`config.mk`:
```
export PLATFORM = sky130hd
export DESIGN_NAME = pb_cmd_decoder
export DESIGN_NICKNAME = d
export VERILOG_FILES = /design/src/rtl/pb_cmd_decoder.sv
export SDC_FILE = /design/constraint.sdc
export NUM_CORES = 1
export LEC_CHECK = 0
export ABC_CLOCK_PERIOD_IN_PS = 2300
export BUFFER_PORTS_ARGS = -buffer_cell sky130_fd_sc_hd__buf_2
export CORE_UTILIZATION = 50
export CTS_CLUSTER_DIAMETER = 200
export CTS_CLUSTER_SIZE = 8
export DETAILED_ROUTE_END_ITERATION = 16
export PLACE_DENSITY_LB_ADDON = 0.1
export SYNTH_ARGS = -nofsm -noshare
export SYNTH_HDL_FRONTEND = slang
export SYNTH_SLANG_ARGS = --single-unit
export TNS_END_PERCENT = 10
```
`constraint.sdc`:
```
create_clock -name clk -period 2.3 [get_ports clk]
set_input_delay 0.46 -clock clk [delete_from_list [all_inputs] [get_ports clk]]
set_output_delay 0.46 -clock clk [all_outputs]
set_load 0.005 [all_outputs]
```
`src/rtl/pb_cmd_decoder.sv`:
```
module pb_cmd_decoder #(
  parameter int WORD_W = 32,
  parameter int METH_W = 13,
  parameter int SUB_W  = 3,
  parameter int CNT_W  = 24
) (
  input  logic              clk,
  input  logic              rst_n,
  input  logic              in_valid,
  output logic              in_ready,
  input  logic [WORD_W-1:0] in_word,
  output logic              out_valid,
  input  logic              out_ready,
  output logic [METH_W-1:0] out_method,
  output logic [SUB_W-1:0]  out_subch,
  output logic [WORD_W-1:0] out_arg,
  output logic [CNT_W-1:0]  out_count,
  output logic              mode_err
);
  localparam int HCNT_W = 13;
  localparam int HCNT_LO = METH_W + SUB_W;

  logic [CNT_W-1:0]  cnt;
  logic [METH_W-1:0] meth;
  logic [SUB_W-1:0]  sub;
  logic              fixed, once, pend;

  wire fire = in_valid && in_ready;
  wire [METH_W-1:0] h_meth = in_word[METH_W-1:0];
  wire [SUB_W-1:0]  h_sub  = in_word[HCNT_LO-1:METH_W];
  wire [HCNT_W-1:0] h_cnt  = in_word[HCNT_LO+HCNT_W-1:HCNT_LO];
  wire [2:0]        h_mode = in_word[WORD_W-1:WORD_W-3];
  wire [CNT_W-1:0]  h_cnt_x = {{(CNT_W-HCNT_W){1'b0}}, h_cnt};

  assign in_ready = !out_valid || out_ready;

  always_ff @(posedge clk) begin
    if (!rst_n) begin
      cnt <= '0; meth <= '0; sub <= '0;
      fixed <= 1'b0; once <= 1'b0; pend <= 1'b0; mode_err <= 1'b0;
      out_valid <= 1'b0; out_method <= '0; out_subch <= '0;
      out_arg <= '0; out_count <= '0;
    end else begin
      if (out_ready) out_valid <= 1'b0;
      if (fire) begin
        if (pend) begin
          pend <= 1'b0;
          cnt  <= in_word[CNT_W-1:0];
        end else if (cnt != '0) begin
          out_valid  <= 1'b1;
          out_method <= meth;
          out_subch  <= sub;
          out_arg    <= in_word;
          out_count  <= cnt;
          cnt <= cnt - 1'b1;
          if (!fixed) meth <= meth + 1'b1;
          if (once) fixed <= 1'b1;
        end else begin
          case (h_mode)
            3'd1, 3'd3, 3'd5: begin
              meth  <= h_meth;
              sub   <= h_sub;
              cnt   <= h_cnt_x;
              fixed <= (h_mode == 3'd3);
              once  <= (h_mode == 3'd5);
              pend  <= (h_mode == 3'd3) && (h_cnt == '0);
            end
            3'd4: begin
              meth  <= h_meth;
              sub   <= h_sub;
              fixed <= 1'b1;
              once  <= 1'b0;
              out_valid  <= 1'b1;
              out_method <= h_meth;
              out_subch  <= h_sub;
              out_arg    <= {{(WORD_W-HCNT_W){1'b0}}, h_cnt};
              out_count  <= cnt;
            end
            default: mode_err <= 1'b1;
          endcase
        end
      end
    end
  end

  p_hold_r9: assert property (@(posedge clk) disable iff (!rst_n)
    (out_valid && !out_ready) |=> (out_valid && $stable(out_method) && $stable(out_subch)
                                   && $stable(out_arg) && $stable(out_count)));
  p_block_r9: assert property (@(posedge clk) disable iff (!rst_n)
    (out_valid && !out_ready) |-> !in_ready);
  p_err_sticky_r8: assert property (@(posedge clk) disable iff (!rst_n)
    mode_err |=> mode_err);
  p_cnt_step_r7: assert property (@(posedge clk) disable iff (!rst_n)
    (fire && !pend && cnt != '0) |=> (cnt == $past(cnt) - 1'b1));
  p_len_silent_r6: assert property (@(posedge clk) disable iff (!rst_n)
    (fire && pend) |=> !out_valid);
endmodule

```
* Word level (Yosys, flattened, before mapping)
Cells that the tools add are included.
** Operators by class
- Reduce and logical (&&, ||, !) cells :: 20
- Divide/modulo/power cells :: 0
- Multiplexer cells :: 26
- $add $sub $neg :: 2
- Equality and inequality tests :: 6
- Shift-type cells :: 0
- Bitwise operators :: 3
- Magnitude comparators :: 0
- Multiply operators :: 0
** Operators by type and width (number)
- $mux 24 :: 5
- $mux 13 :: 5
- $mux 32 :: 2
- $reduce_bool 24->1 :: 1
- $sub 24x1->24 const B :: 1
- $reduce_and 4->1 :: 5
- $add 13x1->13 const B :: 1
- $logic_not 13->1 :: 1
- $mux 1 :: 10
- $eq 3x3->1 const B :: 2
- $mux 3 :: 2
- $reduce_bool 2->1 :: 3
- $reduce_bool 3->1 :: 2
- $ne 2x2->1 const B :: 2
- $pmux 1 s2 :: 2
- $reduce_or 4->1 :: 1
- $eq 3x1->1 const B :: 1
- $eq 3x2->1 const B :: 1
- $not 1->1 :: 3
- $reduce_and 3->1 :: 1
- $reduce_or 3->1 :: 1
- $logic_and 1x1->1 :: 2
- $reduce_and 2->1 :: 1
- $logic_not 1->1 :: 1
- $logic_or 1x1->1 :: 1
** Word-level totals
- Memories :: 0
- Logic and storage cells :: 69
- Register bits after elaboration :: 117
- ROM bits :: 0
- Bits in latches :: 0
- RAM bits :: 0

* Logic depth before layout (Yosys ltp)
Gate-level depths: netlist of the first run.
- Depth after elaboration :: 5
- Depth in mapped cells :: 11
- Gate-level depth less buffers :: 8

* Worst setup path before layout of the first run
No wires, ideal clock.
- Kind :: reg-to-reg
- From :: reg cnt[0]
- To :: reg out_arg[10]
- Cell stages (with the launch flop) :: 12
- Path slack :: 0.072 ns
- Library setup time :: 0.089 ns
- Arrival time :: 2.139 ns
- Cells stage by stage :: dfxtp_1 -> inv_1 -> ha_1 -> nor2b_1 -> nand4_1 -> or2_0 -> clkbuf_1 -> o21a_1 -> buf_2 -> clkbuf_1 -> nor2_1 -> a311oi_2
** On the way
- Longest elaborated chain between the ends :: 3
** Ends and longest elaborated chain
- from (decl) :: RTL line 23 : logic [CNT_W-1:0] cnt;
- from (signal assigned) :: RTL line 48 : cnt <= in_word[CNT_W-1:0];
- from (signal assigned) :: RTL line 55 : cnt <= cnt - 1'b1;
- from (signal assigned) :: RTL line 63 : cnt <= h_cnt_x;
- $reduce_bool 24->1 (*) :: RTL line 49 : end else if (cnt != '0) begin
- $reduce_bool 2->1 (no line)
- $reduce_and 3->1 (no line)
- to (signal assigned) :: RTL line 53 : out_arg <= in_word;
- to (signal assigned) :: RTL line 76 : out_arg <= {{(WORD_W-HCNT_W){1'b0}}, h_cnt};
- to (decl) :: RTL line 16 : output logic [WORD_W-1:0] out_arg,
Every way passes the cells marked *; elsewhere a longest branch is shown, timed or not.
A chain may end at the register's enable or synchronous reset.

* Worst setup path in the final report of the first run
- From :: reg cnt[22]
- To :: reg out_count[1]
** On the way
- Longest elaborated chain between the ends :: 3
** Ends and longest elaborated chain
- $reduce_bool 24->1 (*) :: RTL line 49
- $reduce_bool 2->1 (no line)
- $reduce_and 3->1 (no line)
- to (signal assigned) :: RTL line 54 : out_count <= cnt;
- to (signal assigned) :: RTL line 77 : out_count <= cnt;
- to (decl) :: RTL line 17 : output logic [CNT_W-1:0] out_count,
Marks and branches as above.

==> results of run 1 <==
[state kept, by name, indices dropped and copies added (netlist names)]
register / cells
pend: 1
out_subch: 3
sub: 3
mode_err: 1
fixed: 1
once: 1
meth: 13
out_valid: 1
cnt: 24
out_arg: 32
out_method: 13
out_count: 24
[cell type report]
class,count,area [sq um]
Fill cell,953,3630
Multi-Input combinational cell,532,3127
Sequential cell,117,2342
Timing Repair Buffer,162,1017
Clock buffer,21,450.4
Tap cell,140,175.2
Clock inverter,10,155.1
Inverter,10,38.79
[logic make-up (layout without fill, tap and decap cells)]
family,count (synthesis),count (layout),synth area share
AOI/OAI and AO/OA,215,216,0.2837
xor gates and xnor gates,6,6,0.009302
adders and majority gates,3,3,0.006645
buffers and inverters,61,203,0.04319
DFF,117,117,0.4146
muxes,3,3,0.005316
and+or+nand+nor,304,304,0.2372
[worst min-delay path, stage by stage]
cell and delay, ps:
buf_2 130, nand2_1 60, a311oi_1 80
[synthesized netlist by cell type (2+ instances only)]
library cell / number
a211oi_1: 8
a21oi_1: 68
a22o_1: 2
a22oi_1: 21
a311oi_1: 4
a311oi_2: 27
a31oi_1: 6
a32o_1: 4
a32oi_1: 2
and3_1: 4
buf_1: 2
buf_2: 12
clkbuf_1: 37
dfxtp_1: 117
ha_1: 3
inv_1: 10
mux2i_1: 3
nand2_1: 138
nand2b_1: 4
nand3_1: 20
nand4_1: 6
nor2_1: 80
nor3_1: 25
nor3b_1: 2
nor4_1: 9
nor4_2: 2
o211a_1: 3
o211ai_1: 15
o21a_1: 5
o21ai_0: 26
o21ai_1: 4
o22ai_1: 3
o31ai_1: 6
o32ai_1: 2
or3_1: 5
or4_1: 3
xnor2_1: 2
xor2_1: 4
[metal layers]
metal / share of wire / vias to the layer above
li1: - / 2851
met1: 0.44 / 2883
met2: 0.45 / 315
met3: 0.087 / 47
met4: 0.030 / 0
met5: 0 / -
[placed cells by master, fill, tap and decap left out, drive strengths merged, types with 4 or more instances in the layout]
| cell type | count |
|---|---|
| a211oi | 8 |
| a21oi | 68 |
| a22oi | 21 |
| a311oi | 31 |
| a31oi | 6 |
| a32o | 4 |
| and3 | 4 |
| buf | 160 |
| bufinv | 4 |
| clkbuf | 23 |
| clkinv | 5 |
| dfxtp | 117 |
| inv | 9 |
| nand2 | 138 |
| nand2b | 4 |
| nand3 | 20 |
| nand4 | 7 |
| nor2 | 80 |
| nor3 | 25 |
| nor4 | 12 |
| o211ai | 15 |
| o21a | 6 |
| o21ai | 31 |
| o31ai | 6 |
| or3 | 5 |
| xor2 | 4 |
[worst min path at each step]
stage | from | endpoint | slack (ps)
6_report | in_word[9] | out_method[9]$_SDFFE_PN0P_ | 350
3_3_place_gp | out_count[2]$_SDFFE_PN0P_ | out_count[2]$_SDFFE_PN0P_ | 440
5_1_grt | in_word[9] | out_method[9]$_SDFFE_PN0P_ | 360
2_1_floorplan | cnt[19]$_SDFFE_PN0P_ | out_count[19]$_SDFFE_PN0P_ | 450
3_5_place_dp | out_count[10]$_SDFFE_PN0P_ | out_count[10]$_SDFFE_PN0P_ | 440
4_1_cts | in_word[9] | out_method[9]$_SDFFE_PN0P_ | 340
[where the power goes]
group / internal [uW] / switching (uW)
Combinational: 599 / 840
Sequential: 2190 / 113
Clock: 1820 / 929
[per-stage QoR]
| stage | instances | hold slack (ps) | setup slack, ps | utilization | total power [uW] |
|---|---|---|---|---|---|
| after floorplan | 709 | 448.7 | 72.16 | - | 3147 |
| after global placement | 958 | 441.0 | 74.71 | 0.6034 | 3662 |
| after detailed placement | 958 | 443.5 | -49.70 | 0.6034 | 3697 |
| after CTS | 990 | 336.4 | 32.38 | 0.6596 | 6448 |
| after global routing | 992 | 356.9 | -25.32 | 0.6681 | 6755 |
| final | 992 | 347.7 | 62.89 | 0.6681 | 6490 |
[repair_timing]
| item | in CTS | in global routing |
|---|---|---|
| resized for setup | 0 | 10 |
| hold buffers | 0 | 0 |
| setup endpoints to repair | 22 | 95 |
| gates cloned | 1 | 2 |
| pin swaps | 0 | 2 |
==> metrics.csv, run 1 <==
stage,metric,value,unit
logic_synthesis,ys_ff_latch,117,
clock_network,post-cts-setup-buffers,0,
clock_network,insertion_delay,430,ps
critical_path,worstRegToRegCells,8,
critical_path,crit_path_start_kind,register,
clock_network,root_buffer,clkbuf_16,
logic_synthesis,ys_types,53,
global_routing,first_global_vias,5551,
timing,tns,0,ps
timing,hold_violations,0,
critical_path,path_class,reg -> reg,
clock_network,clockBufferDepth,2,
critical_path,crit_path_start,cnt[22]$_SDFFE_PN0P_,
logic_synthesis,syn-num-nets,748,
floorplan,dieArea,11730,sq um
clock_network,clk_pin_slew_worst_paths,50,ps
critical_path,crit_path_end_kind,register,
critical_path,required,2650,ps
timing,fmax,447.0,MHz
logic_synthesis,ys_seq_area_frac,0.4146,
placement,gp_congestion,1.024,
logic_synthesis,yosys_warnings,0,
floorplan,core,10940,sq um
finish,syn_to_final_growth,29.32,%
logic_synthesis,synth_area_leader_cell,dfxtp_1,
floorplan,row_count,38,
timing,finClkSkew,6.035,ps
global_routing,grtUsageTotal,0.3259,
logic_synthesis,yosys.area.top_type_share,0.4146,
global_routing,met2_usage,0.4955,
logic_synthesis,synthesis.area,5649,sq um
placement,dpl-instance-area,6599,sq um
floorplan,io_pins,111,
critical_path,cp_max_fo,57,
timing,relSlewSlack,0.4699,
global_routing,grt_overflow,0,
critical_path,crit_end,out_count[1]$_SDFFE_PN0P_,
critical_path,reg2reg_from,cnt[22]$_SDFFE_PN0P_,
critical_path,cp.depth,8,
detailed_routing,route.detailed.drc,0,
global_routing,use_met1,0.4267,
finish,final_area,7306,sq um
finish,n_antenna_cell,0,
logic_synthesis,async_flop_share,0,
critical_path,critical_path.slowest_cell,nor4_2,
timing,period_minus_slack,2237,ps
critical_path,arrival,2590,ps
clock_network,cts_tree,built,
finish,layout.nets,879,
power,power_density,888.4,nW/um^2
clock_network,htree_levels,4,
power,irDropWorstVdd,555.9,uV
hold_path,whs_path_depth,3,
status,status,completed,
critical_path,r2r-end,out_count[1]$_SDFFE_PN0P_,
logic_synthesis,avgSynthCellArea,7.968,sq um
timing,finalMaxSlewViolations,0,
detailed_routing,drt-total-wl,18.57,mm
floorplan,dieWidth,108.3,microns
global_routing,use_met3,0.08318,
logic_synthesis,syn_inst,709,
placement,portBuffers,110,
detailed_routing,vias,6096,
global_routing,antenna_found_initial,0,
timing,setup_viol,0,
global_routing,grt_first_pass_wirelength,28.86,mm
power,p_leak,0.002969,uW
placement,place_hpwl,12.13,mm
floorplan,initial_utilization,0.5166,
critical_path,cpLargestDelayFamily,simple AND/OR/NAND/NOR gates,
detailed_routing,dr.pass1.iters,5,
critical_path,crit_buf_inv,2,
global_routing,grt_max_degree,63,
timing,period_share,0.9727,
floorplan,die_height,108.3,microns
logic_synthesis,ys.flop_type,dfxtp_1,
global_routing,top_usage_layer,met2,
logic_synthesis,synth-edff-count,0,
critical_path,rrSetupSlack,60,ps
logic_synthesis,synthTopCellsByArea,"dfxtp_1 (41%), nand2_1 (9.2%), a311oi_2 (7.2%), a21oi_1 (6.0%), nor2_1 (5.3%)",
hold_path,hold_class,in -> reg,
timing,tightest_slew,791.4,ps
detailed_routing,ant_nets,0,
run,max-cap-violations,0,
detailed_routing,detail_route.wl_per_cell,18.72,microns
clock_network,cts.sinks,117,
critical_path,critPathMaxStageDelay,360,ps
detailed_routing,drt_iter0_markers,483,
critical_path,crit_chain,nor4_2 > nand4_1 > or2_4 > buf_12 > o21ai_4 > clkbuf_16 > nand2_1 > a21oi_1,
clock_network,cts_made_buffers,17,
finish,drive_gt1_frac,0.2746,
detailed_routing,viasPerCell,6.145,
Power figures use the tool's default switching activity.
==> run 2, diff against run 1 <==
--- a/config.mk
+++ b/config.mk
@@ -7,7 +7,7 @@
 export LEC_CHECK = 0
 export ABC_CLOCK_PERIOD_IN_PS = 2300
 export BUFFER_PORTS_ARGS = -buffer_cell sky130_fd_sc_hd__buf_2
-export CORE_UTILIZATION = 50
+export CORE_UTILIZATION = 39
 export CTS_CLUSTER_DIAMETER = 200
 export CTS_CLUSTER_SIZE = 8
 export DETAILED_ROUTE_END_ITERATION = 16
==> metrics.csv, run 2 (synthesis gave the netlist of run 1 again) <==
stage,metric,value,unit,change
global_routing,grt_overflow,0,,unchanged
power,total_power,6268,uW,-3.4%
finish,drive_gt1_frac,0.2757,,+0.001053
detailed_routing,vias,5928,,-2.8%
floorplan,dieWidth,122.4,microns,+13%
timing,hold_violations,0,,unchanged
global_routing,grtUsageTotal,0.2573,,-0.06863
detailed_routing,route.detailed.drc,0,,unchanged
finish,n_antenna_cell,0,,unchanged
clock_network,htree_levels,4,,unchanged
finish,final_common_cell,nand2_1,,
floorplan,dieArea,14970,sq um,+28%
global_routing,grt_max_degree,53,,-16%
global_routing,first_global_vias,5365,,-3.4%
timing,tightest_slew,774.8,ps,-16.61 ps
power,power.internal,4405,uW,-4.4%
timing,period_share,0.9554,,-0.01730
clock_network,cts.sinks,117,,unchanged
critical_path,arrival,2490,ps,-100 ps
clock_network,insertion_delay,420,ps,about the same
critical_path,required,2590,ps,-60 ps
timing,rsz0062_at_grt,yes,,
finish,reg.largest.list,"out_arg x32, cnt x24, out_count x24",,
power,p_comb_frac,0.228,,+0.006
detailed_routing,met2_length,8.593,mm,+3.8%
power,seqPwrFrac,0.366,,+0.012
placement,portBuffers,110,,unchanged
critical_path,crit_path_end_kind,register,,
detailed_routing,drt_iter0_markers,460,,-4.8%
timing,relSlewSlack,0.4800,,+0.01007
global_routing,antenna_found_initial,0,,unchanged
power,p_leak,0.002953,uW,-0.53%
placement,place_inst,1003,,+4.7%
clock_network,root_buffer,clkbuf_16,,
timing,fmax,455.1,MHz,+1.8%
timing,finClkSkew,7.104,ps,+1.069 ps
placement,place_hpwl,13.20,mm,+8.9%
power,pwr-share-clk,0.405,,-0.019
finish,syn_to_final_growth,29.24,%,about the same
floorplan,initial_utilization,0.4038,,-0.1127
timing,worst_slack,102.7,ps,+39.80 ps
finish,instances_no_fill,1036,,+4.4%
finish,layout_common_cells,"nand2_1 (138), dfxtp_1 (117), buf_2 (110)",,
placement,pre_cts_ws,133.7,ps,+183.4 ps
detailed_routing,drt-met1-wl,8.622,mm,+6.3%
detailed_routing,route.met3.wl,1.257,mm,-22%
floorplan,io_pins,111,,unchanged
clock_network,clockBufferDepth,2,,unchanged
timing,period_minus_slack,2197,ps,-39.80 ps
placement,gp_congestion,0.9051,,-12%
floorplan,row_count,43,,+13%
timing,finalMaxSlewViolations,0,,unchanged
run,max-cap-violations,0,,unchanged
clock_network,cts-hold-fix-buffers,0,,unchanged
finish,layout.nets,882,,+0.34%
floorplan,die_height,122.4,microns,+13%
power,p_sw_frac,0.2973,,+0.007417
critical_path,crit_path_start,cnt[8]$_SDFFE_PN0P_,,
power,irDropWorstVdd,550.1,uV,-1.0%
finish,top_register,out_arg,,
detailed_routing,detail_route.wl_per_cell,18.24,microns,-2.6%
critical_path,reg2reg_from,cnt[8]$_SDFFE_PN0P_,,
detailed_routing,topRoutingLayerUsed,met4,,
clock_network,cts_tree,built,,
detailed_routing,dr.pass1.iters,6,,+1
detailed_routing,ant_nets,0,,unchanged
power,power_density,858.5,nW/um^2,-3.4%
finish,largest_reg_flops,32,,unchanged
power,switchingPower,1863,uW,-0.95%
critical_path,cp_max_fo,40,,-30%
critical_path,rrSetupSlack,100,ps,+40 ps
floorplan,core,13990,sq um,+28%
placement,dpl-instance-area,6711,sq um,+1.7%
global_routing,grt_first_pass_wirelength,29.07,mm,+0.74%
clock_network,cts_made_buffers,17,,unchanged
status,status,completed,,
detailed_routing,drt-total-wl,18.90,mm,+1.8%
finish,final_area,7301,sq um,about the same
critical_path,path_class,reg -> reg,,
clock_network,clk_pin_slew_worst_paths,50,ps,about the same
hold_path,hold_class,in -> reg,,
timing,setup_viol,0,,unchanged
detailed_routing,viasPerCell,5.722,,-6.9%
timing,tns,0,ps,unchanged
critical_path,crit_path_start_kind,register,,
hold_path,hp-start,in_word[29],,
==> run 2: cell types whose count changed in the layout (fill, tap and decap cells not counted), moves of 2 or more <==
cell / delta
bufinv_16: -3
clkbuf_8: +4
clkbuf_16: -2
buf_4: +4
buf_12: +2
==> run 2: area by class of cell <==
class,count,area [sq um]
Fill cell,1336,6688
Multi-Input combinational cell,532,3094
Sequential cell,117,2342
Timing Repair Buffer,165,1026
Clock buffer,24,501.7
Tap cell,180,225.2
Clock inverter,8,72.57
Inverter,10,38.79
==> run 2: critical path: stages, from the launching register on <==
cell and delay [ps]:
dfxtp_1 320, nor3_1 290, buf_4 180, nand4_1 90, or2_2 430, o21a_4 330
buf_12 200, nor2_1 150, a311oi_2 60
==> run 2: metrics by stage <==
| stage | utilization | hold slack (ps) |
|---|---|---|
| after floorplan | - | 448.7 |
| after global placement | 0.4798 | 441.1 |
| after detailed placement | 0.4798 | 443.9 |
| after CTS | 0.5208 | 351.6 |
| after global routing | 0.5219 | 371.0 |
| final | 0.5219 | 359.1 |
==> run 2: timing repair <==
action | in CTS | in global routing
gates resized for setup | 0 | 2
setup endpoints to repair | 0 | 9
setup buffers | 0 | 0
==> run 2: per-layer routing <==
metal,vias up,track usage
li1,2847,-
met1,2848,0.3423
met2,206,0.3989
met3,27,0.06645
met4,0,0.09451
met5,-,0
==> run 2: power groups by stage <==
stage / logic, uW / registers [uW] / clock network, uW
final: 1430 / 2290 / 2540
after global routing: 1560 / 2310 / 2690
after CTS: 1420 / 2290 / 2590
after detailed placement: 1410 / 2340 / 0
after global placement: 1390 / 2330 / 0
after floorplan: 799 / 2350 / 0
==> run 2: worst paths after layout <==
| check | end | depth (start not counted) |
|---|---|---|
| worst min-delay path | out_arg[29]$_SDFFE_PN0P_ | 3 |
| worst min register to register | out_count[2]$_SDFFE_PN0P_ | 2 |
| worst max register to register | out_method[3]$_SDFFE_PN0P_ | 8 |
| worst max-delay path | out_method[3]$_SDFFE_PN0P_ | 8 |
==> run 3, diff against run 2 <==
--- a/config.mk
+++ b/config.mk
@@ -5,7 +5,7 @@
 export SDC_FILE = /design/constraint.sdc
 export NUM_CORES = 1
 export LEC_CHECK = 0
-export ABC_CLOCK_PERIOD_IN_PS = 2300
+export ABC_CLOCK_PERIOD_IN_PS = 2900
 export BUFFER_PORTS_ARGS = -buffer_cell sky130_fd_sc_hd__buf_2
 export CORE_UTILIZATION = 39
 export CTS_CLUSTER_DIAMETER = 200
==> constraint.sdc (replaced) <==
create_clock -name clk -period 2.9 [get_ports clk]
set_input_delay 0.58 -clock clk [delete_from_list [all_inputs] [get_ports clk]]
set_output_delay 0.58 -clock clk [all_outputs]
set_load 0.005 [all_outputs]
==> metrics.csv, run 3 (synthesis gave the netlist of run 1 again) <==
stage,metric,value,unit,change
critical_path,cpLargestDelayFamily,simple AND/OR/NAND/NOR gates,,
critical_path,r2r-end,cnt[12]$_SDFFE_PN0P_,,
floorplan,dieArea,14970,sq um,unchanged
finish,reg.largest.list,"out_arg x32, cnt x24, out_count x24",,
critical_path,critical_path.slowest_cell,buf_4,,
clock_network,cts.sinks,117,,unchanged
timing,period_minus_slack,2505,ps,+307.9 ps
critical_path,crit_path_start_kind,register,,
clock_network,cts_tree,built,,
finish,drive_gt1_frac,0.2372,,-0.03854
critical_path,critPathMaxStageDelay,460,ps,+30 ps
detailed_routing,drt-total-wl,17.72,mm,-6.2%
timing,hold_violations,0,,unchanged
finish,layout.nets,846,,-4.1%
global_routing,antenna_found_initial,0,,unchanged
timing,period_share,0.8639,,-0.09150
clock_network,clockBufferDepth,2,,unchanged
power,p_leak,0.002752,uW,-6.8%
clock_network,root_buffer,clkbuf_16,,
hold_path,whs_path_depth,2,,-1
critical_path,reg2reg_from,cnt[0]$_SDFFE_PN0P_,,
clock_network,htree_levels,4,,unchanged
finish,layout_common_cells,"nand2_1 (138), dfxtp_1 (117), buf_2 (110)",,
timing,setup_viol,0,,unchanged
finish,top_register,out_arg,,
placement,place_hpwl,12.18,mm,-7.7%
detailed_routing,detail_route.wl_per_cell,17.76,microns,-2.6%
global_routing,first_global_vias,5233,,-2.5%
finish,largest_reg_flops,32,,unchanged
floorplan,core,13990,sq um,unchanged
critical_path,arrival,2850,ps,+360 ps
global_routing,grt_overflow,0,,unchanged
timing,tns,0,ps,unchanged
hold_path,hold_class,reg -> reg,,
status,status,completed,,
finish,syn_to_final_growth,22.92,%,
floorplan,row_count,43,,unchanged
detailed_routing,viasPerCell,5.745,,+0.41%
power,irDropWorstVdd,385.2,uV,-30%
clock_network,clk_pin_slew_worst_paths,50,ps,about the same
critical_path,rrSetupSlack,390,ps,+290 ps
floorplan,dieWidth,122.4,microns,unchanged
global_routing,grt_first_pass_wirelength,28.17,mm,-3.1%
power,power_density,674.6,nW/um^2,-21%
timing,rsz0062_at_grt,no,,
timing,holdWs,447.3,ps,+88.15 ps
critical_path,path_class,reg -> reg,,
placement,gp_congestion,0.8649,,-4.4%
global_routing,grtUsageTotal,0.2452,,-0.01202
timing,relSlewSlack,0.5108,,+0.03082
run,max-cap-violations,0,,unchanged
timing,fmax,399.2,MHz,-12%
finish,final_area,6944,sq um,-4.9%
critical_path,worstRegToRegCells,9,,+1
finish,n_antenna_cell,0,,unchanged
critical_path,crit_path_end_kind,register,,
global_routing,grt_max_degree,93,,+75%
floorplan,die_height,122.4,microns,unchanged
clock_network,insertion_delay,420,ps,about the same
critical_path,crit_buf_inv,2,,unchanged
clock_network,cts-hold-fix-buffers,0,,unchanged
finish,final_common_cell,nand2_1,,
timing,finClkSkew,8.390,ps,+1.286 ps
clock_network,post-cts-setup-buffers,0,,unchanged
detailed_routing,drt_iter0_markers,486,,+5.7%
clock_network,cts_resized,0,,unchanged
critical_path,required,3250,ps,+660 ps
placement,portBuffers,110,,unchanged
critical_path,cp_max_fo,37,,-7.5%
timing,finalMaxSlewViolations,0,,unchanged
detailed_routing,vias,5734,,-3.3%
floorplan,initial_utilization,0.4038,,unchanged
clock_network,cts_made_buffers,17,,unchanged
placement,dpl-instance-area,6424,sq um,-4.3%
detailed_routing,dr.pass1.iters,5,,-1
hold_path,hold_path_end,out_count[1]$_SDFFE_PN0P_,,
critical_path,crit_chain,inv_1 > ha_1 > nor2b_1 > nand4_1 > or2_2 > buf_4 > nor3_1 > a221o_1 > a21oi_1,,
detailed_routing,route.detailed.drc,0,,unchanged
detailed_routing,ant_nets,0,,unchanged
timing,tightest_slew,728.9,ps,-45.92 ps
floorplan,io_pins,111,,unchanged
hold_path,hp-start,out_count[1]$_SDFFE_PN0P_,,
## run 3: changes by cell type in the layout (fill, tap and decap cells not counted)
cell | before | now
clkbuf_1 | 2 | 4
buf_12 | 5 | 3
a21o_2 | 1 | 0
o21a_2 | 1 | 0
nand3_1 | 19 | 20
bufinv_16 | 1 | 0
a21o_1 | 0 | 1
nand3_2 | 1 | 0
clkinvlp_4 | 3 | 0
clkbuf_8 | 5 | 4
clkinv_2 | 5 | 6
buf_4 | 50 | 17
## run 3: power breakdown
group          switching [uW]  internal, uW  total [uW]
registers                 110          1740        1850
clock network             701          1160        1860
logic                     594           381         975
## run 3: routing by layer
metal | wire [microns] | share of wire | global-route usage | vias up
li1 | - | - | - | 2776
met1 | 8313 | 0.47 | 0.3405 | 2695
met2 | 7762 | 0.44 | 0.3641 | 240
met3 | 1342 | 0.076 | 0.06180 | 23
met4 | 303 | 0.017 | 0.08994 | 0
met5 | 0 | 0 | 0 | -
## run 3: final cells by class
class	count	area, sq um
clock buffer	25	495.5
clock inverter	5	25.02
fill	1381	7044
inverter	10	38.79
multi-input combinational	531	3079
sequential	117	2342
tap	180	225.2
timing repair buffer	130	738.2
## run 3: worst max-delay path by stage
| stage | cells past startpoint | to | slack (ps) | startpoint |
|---|---|---|---|---|
| 6_report | 9 | cnt[12]$_SDFFE_PN0P_ | 390 | cnt[0]$_SDFFE_PN0P_ |
| 5_1_grt | 9 | out_arg[18]$_SDFFE_PN0P_ | 170 | cnt[0]$_SDFFE_PN0P_ |
| 4_1_cts | 9 | cnt[12]$_SDFFE_PN0P_ | 390 | cnt[0]$_SDFFE_PN0P_ |
| 3_5_place_dp | 7 | out_count[19]$_SDFFE_PN0P_ | 430 | cnt[2]$_SDFFE_PN0P_ |
| 3_3_place_gp | 9 | cnt[12]$_SDFFE_PN0P_ | 510 | cnt[0]$_SDFFE_PN0P_ |
| 2_1_floorplan | 11 | out_arg[10]$_SDFFE_PN0P_ | 670 | cnt[0]$_SDFFE_PN0P_ |
## run 3: metrics by stage
stage | instances | util | worst slack, ps | total power, uW
6_report | 998 | 0.4964 | 394.8 | 4685
5_1_grt | 998 | 0.4964 | 169.7 | 4915
4_1_cts | 998 | 0.4964 | 390.4 | 4715
3_5_place_dp | 968 | 0.4592 | 428.0 | 2848
3_3_place_gp | 968 | 0.4592 | 508.2 | 2830
2_1_floorplan | 709 | - | 672.2 | 2496
## run 3: worst min-delay path, cell delays in order (launching register included)
cell     delay [ps]
dfxtp_1         300
nand2_1          50
a21oi_1          50
